==> src/rtl/txn_pkg.sv <==
package txn_pkg;

    typedef enum logic [2:0] {
        RSN_NONE     = 3'd0,
        RSN_EXPLICIT = 3'd1,
        RSN_CONF_INV = 3'd2,
        RSN_CONF_RD  = 3'd3,
        RSN_NEST     = 3'd4
    } abort_rsn_e;

endpackage

==> src/rtl/txn_tbits.sv <==
module txn_tbits #(
    parameter int LINES = 16,
    parameter int IDX_W = $clog2(LINES)
) (
    input  logic             clk,
    input  logic             rst_n,
    input  logic             set_en,
    input  logic [IDX_W-1:0] set_idx,
    input  logic             clr_all,
    input  logic [IDX_W-1:0] inv_idx,
    input  logic [IDX_W-1:0] snp_idx,
    output logic             inv_hit,
    output logic             snp_hit,
    output logic [LINES-1:0] tbits_o
);

    typedef struct packed {
        logic [LINES-1:0] marks;
    } tb_state_t;

    tb_state_t        st_d, st_q;
    logic [LINES-1:0] line_next;

    // per-line next value: clear dominates, otherwise sticky set
    for (genvar gi = 0; gi < LINES; gi++) begin : g_line
        assign line_next[gi] = clr_all ? 1'b0
                             : (st_q.marks[gi] | (set_en && (set_idx == IDX_W'(gi))));
    end

    always_comb begin
        st_d       = st_q;
        st_d.marks = line_next;
    end

    always_ff @(posedge clk or negedge rst_n) begin
        if (!rst_n) st_q <= '0;
        else        st_q <= st_d;
    end

    assign inv_hit = st_q.marks[inv_idx];
    assign snp_hit = st_q.marks[snp_idx];
    assign tbits_o = st_q.marks;

endmodule

==> src/rtl/txn_nest_ctrl.sv <==
module txn_nest_ctrl
    import txn_pkg::*;
#(
    parameter int NEST_MAX = 7,
    parameter int NEST_W   = $clog2(NEST_MAX + 1)
) (
    input  logic              clk,
    input  logic              rst_n,
    input  logic              cmd_begin,
    input  logic              cmd_commit,
    input  logic              cmd_abort,
    input  logic              conf_inv,
    input  logic              conf_rd,
    output logic              clr_marks,
    output logic              mark_ok,
    output logic              take_ckpt,
    output logic [NEST_W-1:0] depth_o,
    output logic              abort_pulse_o,
    output abort_rsn_e        reason_o
);

    localparam logic [NEST_W-1:0] DEPTH_TOP = NEST_W'(NEST_MAX);
    localparam logic [NEST_W-1:0] DEPTH_ONE = NEST_W'(1);

    typedef struct packed {
        logic [NEST_W-1:0] depth;
        logic              pulse;
        abort_rsn_e        reason;
    } nest_state_t;

    nest_state_t st_d, st_q;

    logic sel_abort, sel_commit, sel_begin;
    logic is_idle, explicit_ab, nest_fault, abort_now, final_commit;

    always_comb begin
        // command precedence: abort > commit > begin
        sel_abort    = cmd_abort;
        sel_commit   = !cmd_abort && cmd_commit;
        sel_begin    = !cmd_abort && !cmd_commit && cmd_begin;
        is_idle      = (st_q.depth == '0);
        explicit_ab  = sel_abort && !is_idle;
        nest_fault   = (sel_commit && is_idle) || (sel_begin && (st_q.depth == DEPTH_TOP));
        abort_now    = conf_inv || conf_rd || nest_fault || explicit_ab;
        final_commit = !abort_now && sel_commit && (st_q.depth == DEPTH_ONE);
        clr_marks    = abort_now || final_commit;
        mark_ok      = !is_idle && !clr_marks;
        take_ckpt    = !abort_now && sel_begin && is_idle;

        st_d       = st_q;
        st_d.pulse = abort_now;
        if (abort_now) begin
            st_d.depth = '0;
            if (conf_inv)        st_d.reason = RSN_CONF_INV;
            else if (conf_rd)    st_d.reason = RSN_CONF_RD;
            else if (nest_fault) st_d.reason = RSN_NEST;
            else                 st_d.reason = RSN_EXPLICIT;
        end else if (sel_commit) begin
            st_d.depth = st_q.depth - DEPTH_ONE;
        end else if (sel_begin) begin
            st_d.depth = st_q.depth + DEPTH_ONE;
            if (is_idle) st_d.reason = RSN_NONE;
        end
    end

    always_ff @(posedge clk or negedge rst_n) begin
        if (!rst_n) st_q <= '{depth: '0, pulse: 1'b0, reason: RSN_NONE};
        else        st_q <= st_d;
    end

    assign depth_o       = st_q.depth;
    assign abort_pulse_o = st_q.pulse;
    assign reason_o      = st_q.reason;

endmodule

==> src/rtl/txn_ckpt.sv <==
module txn_ckpt #(
    parameter int NUM_REGS = 4,
    parameter int REG_W    = 16,
    parameter int BANK_W   = NUM_REGS * REG_W
) (
    input  logic              clk,
    input  logic              rst_n,
    input  logic              take,
    input  logic [BANK_W-1:0] live_regs,
    output logic [BANK_W-1:0] saved_regs
);

    typedef struct packed {
        logic [NUM_REGS-1:0][REG_W-1:0] bank;
    } ck_state_t;

    ck_state_t                      st_d, st_q;
    logic [NUM_REGS-1:0][REG_W-1:0] reg_next;

    for (genvar gr = 0; gr < NUM_REGS; gr++) begin : g_reg
        assign reg_next[gr] = take ? live_regs[gr*REG_W +: REG_W] : st_q.bank[gr];
    end

    always_comb begin
        st_d      = st_q;
        st_d.bank = reg_next;
    end

    always_ff @(posedge clk or negedge rst_n) begin
        if (!rst_n) st_q <= '0;
        else        st_q <= st_d;
    end

    assign saved_regs = st_q.bank;

endmodule

==> src/rtl/txn_track_unit.sv <==
module txn_track_unit
    import txn_pkg::*;
#(
    parameter int LINES    = 16,
    parameter int NEST_MAX = 7,
    parameter int NUM_REGS = 4,
    parameter int REG_W    = 16,
    parameter int IDX_W    = $clog2(LINES),
    parameter int BANK_W   = NUM_REGS * REG_W
) (
    input  logic              clk,
    input  logic              rst_n,
    input  logic              cmd_begin,
    input  logic              cmd_commit,
    input  logic              cmd_abort,
    input  logic              acc_valid,
    input  logic [IDX_W-1:0]  acc_idx,
    input  logic              inv_valid,
    input  logic [IDX_W-1:0]  inv_idx,
    input  logic              snp_valid,
    input  logic [IDX_W-1:0]  snp_idx,
    input  logic              snp_modified,
    input  logic [BANK_W-1:0] arch_regs,
    output logic              abort_pulse,
    output logic [BANK_W-1:0] restore_regs,
    output logic              txn_active,
    output logic [2:0]        abort_reason
);

    localparam int NEST_W = $clog2(NEST_MAX + 1);

    logic              inv_hit_w, snp_hit_w;
    logic              conf_inv_w, conf_rd_w;
    logic              clr_w, mark_ok_w, take_w;
    logic [NEST_W-1:0] depth_w;
    logic [LINES-1:0]  tbits_w;
    abort_rsn_e        reason_w;

    assign conf_inv_w = inv_valid && inv_hit_w;
    assign conf_rd_w  = snp_valid && snp_modified && snp_hit_w;

    txn_tbits #(.LINES(LINES), .IDX_W(IDX_W)) u_tbits (
        .clk     (clk),
        .rst_n   (rst_n),
        .set_en  (acc_valid && mark_ok_w),
        .set_idx (acc_idx),
        .clr_all (clr_w),
        .inv_idx (inv_idx),
        .snp_idx (snp_idx),
        .inv_hit (inv_hit_w),
        .snp_hit (snp_hit_w),
        .tbits_o (tbits_w)
    );

    txn_nest_ctrl #(.NEST_MAX(NEST_MAX), .NEST_W(NEST_W)) u_nest (
        .clk           (clk),
        .rst_n         (rst_n),
        .cmd_begin     (cmd_begin),
        .cmd_commit    (cmd_commit),
        .cmd_abort     (cmd_abort),
        .conf_inv      (conf_inv_w),
        .conf_rd       (conf_rd_w),
        .clr_marks     (clr_w),
        .mark_ok       (mark_ok_w),
        .take_ckpt     (take_w),
        .depth_o       (depth_w),
        .abort_pulse_o (abort_pulse),
        .reason_o      (reason_w)
    );

    txn_ckpt #(.NUM_REGS(NUM_REGS), .REG_W(REG_W), .BANK_W(BANK_W)) u_ckpt (
        .clk        (clk),
        .rst_n      (rst_n),
        .take       (take_w),
        .live_regs  (arch_regs),
        .saved_regs (restore_regs)
    );

    assign txn_active   = (depth_w != '0);
    assign abort_reason = reason_w;

endmodule

==> config.mk <==
export PLATFORM = sky130hd
export DESIGN_NAME = txn_track_unit
export DESIGN_NICKNAME = d
export VERILOG_FILES = /design/src/rtl/txn_pkg.sv /design/src/rtl/txn_tbits.sv /design/src/rtl/txn_nest_ctrl.sv /design/src/rtl/txn_ckpt.sv /design/src/rtl/txn_track_unit.sv
export SDC_FILE = /design/constraint.sdc
export NUM_CORES = 1
export LEC_CHECK = 0
export ABC_CLOCK_PERIOD_IN_PS = 2500
export CAP_MARGIN = 20
export CORE_MARGIN = 2
export CORE_UTILIZATION = 41
export CTS_CLUSTER_DIAMETER = 30
export DETAILED_ROUTE_END_ITERATION = 10
export GPL_TIMING_DRIVEN = 0
export PLACE_DENSITY = 0.77
export SYNTH_ARGS = -nofsm -noshare
export SYNTH_HDL_FRONTEND = slang
export SYNTH_SLANG_ARGS = --single-unit
==> constraint.sdc <==
create_clock -name clk -period 2.5 [get_ports clk]
set_input_delay 0.5 -clock clk [delete_from_list [all_inputs] [get_ports clk]]
set_output_delay 0.5 -clock clk [all_outputs]
set_load 0.05 [all_outputs]
==> impl_metrics.tcl, run 1 <==
set metrics [dict create \
    timing.fmax_mhz 417 \
    grt_max_degree 56 \
    dr_total_vias 3049 \
    power_w 0.00788 \
    r2r_slack_ns 0.11 \
    worst-r2r-cell-count 10 \
    initial_core_util_pct 41.6 \
    multi_input_area_um2 1860 \
    crit_required_ns 2.73 \
    post-route-min-period_ns 2.40 \
    grt_pass1_wl_um 16500 \
    placed_cell_area_um2 5970 \
    synth_cells 300 \
    cts-htree-levels 3 \
    syn_area_um2 4240 \
    dieHeight_um 106 \
    cts_sinks 87 \
    clkLatencyLatePin_ns 0.35 \
    path_common_cell "buf_12" \
    ys_async_sr_fraction_pct 100 \
    syn_nets 390 \
    dp_cells 588 \
    groute.usage.overall_pct 18.8 \
    crit_slowest_cell "clkdlybuf4s50_1" \
    vias_per_cell 5.01 \
    worstMarginPinSlew_ns 0.542 \
    relSlewSlack_pct 63.7 \
    cts_buffers 9 \
    final_cell_mix "clkdlybuf4s50_1 (146), dfrtp_1 (87), mux2_4 (60)" \
    grt_pass1_vias 3145 \
    rr_endpoint "u_ckpt.saved_regs[32]$_DFFE_PN0P_" \
    cp.arrival_ns 2.62 \
    synthFlopType "dfrtp_1" \
    crit_family "buffers and inverters" \
    cap_violations 0 \
    core_area_um2 10200 \
    cellLeakagePower_nw 2.75 \
    grt_overflow 0 \
    die_x_um 106 \
    fin_area_um2 6220 \
    die-area_um2 11200 \
    cp-startpoint "cmd_abort" \
    powerDensity_nw_per_um2 1270 \
    max_stage_delay_ns 0.62 \
    critPathBufInv 4 \
    drt_pass1_iterations 5 \
    path_clk_slew_ns 0.09 \
    n_antenna_cell 0 \
    status "finished clean" \
    ant_nets 0 \
    drc_errors 0 \
    finalSetupViolations 0 \
    mostFrequentLayoutCell "clkdlybuf4s50_1" \
    rows 37 \
    skew_ns 0.0153 \
    report.final.slew_viol_count 0 \
    path_cells "clkdlybuf4s50_1, inv_1, mux2i_2, nand3b_4, or3_4, buf_12, buf_12, mux2_4" \
    layout.cells.non_filler 608 \
    fin_crit_sh_pct 95.8 \
    fillerInstances 794 \
    hold_viol 0 \
    cts_tree "built" \
    gp_congestion 0.881 \
    clock_path_buffers 2 \
    antenna_found_initial 0 \
    syn_avg_cell_area_um2 14.1 \
    detail_route.wl_per_cell_um 16.6 \
    dpl.hpwl_um 7490 \
    regArea_um2 2180 \
    ios 154 \
    initialDrtViolationCount 105 \
    end_kind "register" \
    finalSetupTns_ns 0 \
    final_net_count 557 \
    reg2reg_from "u_nest.depth_o[1]$_DFFE_PN0P_" \
    cts_root_buf "clkbuf_8" \
    seq_area_frac_synth_pct 51.3 \
    hold_slack_ns 0.0875 \
    syn2layout_area_growth_pct 46.8 \
    totalWireLength_um 10100 \
    io_buffers 151 \
    ys_seq_elements 87 \
    crit_fanout 10 \
    yosysWarnings 0 \
    ir_drop_mv 0.578 \
    startpoint_type "input port" \
    synth_cell_types 43 \
    worstSetupPathType "in -> reg" \
    hold_class "in -> async" \
    drive_gt1_share_pct 24.6 \
    synth_edf_count 0 \
]
## cell families after synthesis
group	synth area share, %
multiplexers	24.7
XOR/XNOR	0.207
buffers and inverters	6.34
flip-flops	51.3
AND/OR/NAND/NOR	8.20
adder cells (fa/ha/maj)	1.48
AO/OA/AOI/OAI	7.76
## per-stage QoR
step / utilization [%] / setup WS [ns]
floorplan: - / 0.00564
global placement: 58.4 / -2.16
detailed placement: 58.6 / -0.715
CTS: 60.8 / 0.0290
global route: 61.1 / -0.0197
finish: 61.1 / 0.104
## flip-flops by register name (all words and copies together) (netlist names)
name,count
u_nest.abort_pulse_o,1
u_nest.depth_o,3
u_ckpt.saved_regs,64
u_nest.reason_o,3
u_tbits.tbits_o,16
## layer usage
layer | share of wire (%) | track usage (%)
met2 | 51 | 32.3
met1 | 42 | 23.2
met3 | 5.7 | 5.26
met4 | 1.4 | 5.17
met5 | 0 | 0
## synth_stat cells (2+ instances only)
cell       number  area [um2]
dfrtp_1        87        2180
mux2_4         60         901
inv_1          21        78.8
a2111oi_0      17         149
nand2_1        11        41.3
nand3_1        11        55.1
nor2_1         10        37.5
nor2b_1         8        50.1
buf_12          7         140
nand4_1         6        37.5
clkbuf_1        5        18.8
ha_1            5        62.6
mux2_2          4        45.0
mux4_2          4        90.1
o21ai_0         4        20.0
a21oi_1         3        15.0
nand2b_1        3        18.8
nand3b_1        3        22.5
a2111oi_2       2        30.0
a211oi_1        2        15.0
buf_6           2        22.5
o2111ai_1       2        17.5
o21a_1          2        15.0
o22ai_1         2        12.5
## cell type report
| class | count | share of cell area, % |
|---|---|---|
| Buffer | 15 | 3.06 |
| Clock buffer | 9 | 1.99 |
| Clock inverter | 7 | 0.885 |
| Inverter | 22 | 1.33 |
| Multi-Input combinational cell | 176 | 29.9 |
| Sequential cell | 87 | 35.0 |
| Tap cell | 136 | 2.73 |
| Timing Repair Buffer | 156 | 25.1 |
## worst max-delay path by stage
stage,to,slack (ns),cells after the start
5_1_grt,u_ckpt.saved_regs[62]$_DFFE_PN0P_,-0.02,10
3_5_place_dp,u_tbits.tbits_o[1]$_DFF_PN0_,-0.72,7
3_3_place_gp,u_ckpt.saved_regs[12]$_DFFE_PN0P_,-2.16,1
6_report,u_ckpt.saved_regs[32]$_DFFE_PN0P_,0.10,8
2_1_floorplan,u_ckpt.saved_regs[0]$_DFFE_PN0P_,0.006,8
4_1_cts,u_tbits.tbits_o[1]$_DFF_PN0_,0.03,7
## repair_timing
action	in CTS	in global routing
hold endpoints to repair	0	0
hold buffers	0	0
gates resized for setup	8	8
endpoints found under the setup margin	82	70
buffers inserted	3	1
pin swaps	2	0
## power by group
part	leakage [nW]	switching (W)	total, W	internal [W]
clock	0.0862	0.000517	0.000886	0.000369
combinational	1.57	0.00275	0.00468	0.00193
sequential	1.09	0.000333	0.00231	0.00198
total	2.75	0.00360	0.00788	0.00428
Power figures use the tool's default switching activity.
==> run 2, diff against run 1 <==
==> constraint.sdc (replaced) <==
create_clock -name clk -period 2.5 [get_ports clk]
set_input_delay 0.5 -clock clk [delete_from_list [all_inputs] [get_ports clk]]
set_output_delay 0.5 -clock clk [all_outputs]
set_load 0.1 [all_outputs]
==> run 2 against run 1 <==
Effect of this change:
- flip-flop and latch count stayed put
- via count is 1.0% higher
- global-route usage shrank 0.28 points
- final cell count grew 0.16%
- critical path type is now reg -> out
- critical endpoint is now restore_regs[44]
- largest cell class unchanged
==> impl_metrics.tcl, run 2 (same netlist as run 1, synthesis figures left out) <==
set metrics [dict create \
    reg2reg_from "u_nest.depth_o[0]$_DFFE_PN0P_" \
    ios 154 \
    dpl.hpwl_um 7520 \
    cts_buffers 9 \
    crit_fanout 2 \
    vias_per_cell 5.06 \
    grt_overflow 0 \
    mostFrequentLayoutCell "clkdlybuf4s50_1" \
    detail_route.wl_per_cell_um 16.6 \
    drc_errors 0 \
    fin_crit_sh_pct 95.6 \
    regArea_um2 2180 \
    worstMarginPinSlew_ns 1.02 \
    groute.usage.overall_pct 18.5 \
    largest_register_ffs 64 \
    rows 37 \
    grt_pass1_vias 3131 \
    final_cell_mix "clkdlybuf4s50_1 (146), dfrtp_1 (87), mux2_4 (60)" \
    crit_required_ns 2.00 \
    report.final.slew_viol_count 0 \
    path_cells "clkdlybuf4s50_1" \
    die-area_um2 11200 \
    rr_endpoint "u_ckpt.saved_regs[1]$_DFFE_PN0P_" \
    cts_tree "built" \
    end_kind "output port" \
    cp.arrival_ns 1.89 \
    worst-r2r-cell-count 10 \
    relSlewSlack_pct 32.1 \
    skew_ns 0.0127 \
    initialDrtViolationCount 85 \
    grt_max_degree 48 \
    status "finished clean" \
    initial_core_util_pct 41.6 \
    max_stage_delay_ns 1.15 \
    clkLatencyLatePin_ns 0.36 \
    final_net_count 558 \
    grt_setup_unrepaired "no" \
    ant_nets 0 \
    totalWireLength_um 10100 \
    r2r_slack_ns 0.14 \
    finalSetupTns_ns 0 \
    clock_path_buffers 2 \
    cap_violations 0 \
    holdBufCountCts 0 \
    n_antenna_cell 0 \
    multi_input_area_um2 1860 \
    post-route-min-period_ns 2.39 \
    syn2layout_area_growth_pct 47.4 \
    timing.fmax_mhz 419 \
    grt_pass1_wl_um 16200 \
    crit_family "buffers and inverters" \
    startpoint_type "register" \
    finalSetupViolations 0 \
    cts-htree-levels 3 \
    cts_root_buf "clkbuf_8" \
    worstSetupPathType "reg -> out" \
    drt_pass1_iterations 4 \
    gp_congestion 0.895 \
    hold_viol 0 \
    path_clk_slew_ns 0.10 \
    dr_total_vias 3080 \
    crit_slowest_cell "clkdlybuf4s50_1" \
    cts_sinks 87 \
    dieHeight_um 106 \
    hold_class "in -> async" \
    die_x_um 106 \
    core_area_um2 10200 \
    drive_gt1_share_pct 24.7 \
    critPathBufInv 1 \
    cp-startpoint "u_ckpt.saved_regs[44]$_DFFE_PN0P_" \
    io_buffers 151 \
    antenna_found_initial 0 \
    fillerInstances 810 \
]
run 2: worst max path at each step:
stage | endpoint | cells after the start
final | restore_regs[44] | 1
after global routing | u_nest.reason_o[2]$_DFFE_PN0P_ | 8
after CTS | u_ckpt.saved_regs[49]$_DFFE_PN0P_ | 10
after detailed placement | u_tbits.tbits_o[1]$_DFF_PN0_ | 7
after global placement | u_tbits.tbits_o[2]$_DFF_PN0_ | 1
after floorplan | u_ckpt.saved_regs[0]$_DFFE_PN0P_ | 8
run 2: routing by layer:
metal | routed length, um | track usage [%] | vias up
li1 | - | - | 1434
met1 | 4310 | 23.6 | 1533
met2 | 5110 | 31.2 | 99
met3 | 506 | 3.34 | 14
met4 | 193 | 7.33 | 0
met5 | 0 | 0 | -
run 2: cell type report:
class / instances / area share (%)
flip-flops and latches: 87 / 34.8
multi-input cells: 176 / 29.8
repair buffers: 157 / 25.1
plain buffers: 15 / 3.06
well taps: 136 / 2.72
clock buffers: 9 / 1.98
inverters: 22 / 1.32
clock inverters: 7 / 1.16
run 2: timing repair:
item | 4_1_cts | 5_1_grt
resized for setup | 10 | 5
pin swaps | 1 | 1
setup endpoints to repair | 81 | 70
setup buffers | 2 | 3
run 2: worst register-to-register path: stages, from the launching register on:
cell,delay (ns)
dfrtp_1,0.42
ha_1,0.21
ha_1,0.17
nand3b_1,0.10
o21ai_2,0.09
mux2i_4,0.20
nand3b_4,0.11
or3_4,0.35
buf_12,0.17
buf_12,0.16
mux2_4,0.30
run 2: stage by stage:
stage          hold WS (ns)  setup WS [ns]  cell area [um2]  utilization, %  instances
5_1_grt               0.134        0.00336             6250            61.4        609
3_3_place_gp          0.488          -2.16             5960            58.5        587
3_5_place_dp          0.491         -0.747             5980            58.7        588
6_report              0.110          0.111             6250            61.4        609
2_1_floorplan         0.204        0.00530             4280               -        300
4_1_cts               0.112         0.0160             6220            61.0        606
Power of run 2 is not shown: default switching activity piles up to over one toggle a cycle in this logic, so the estimate is an artifact.
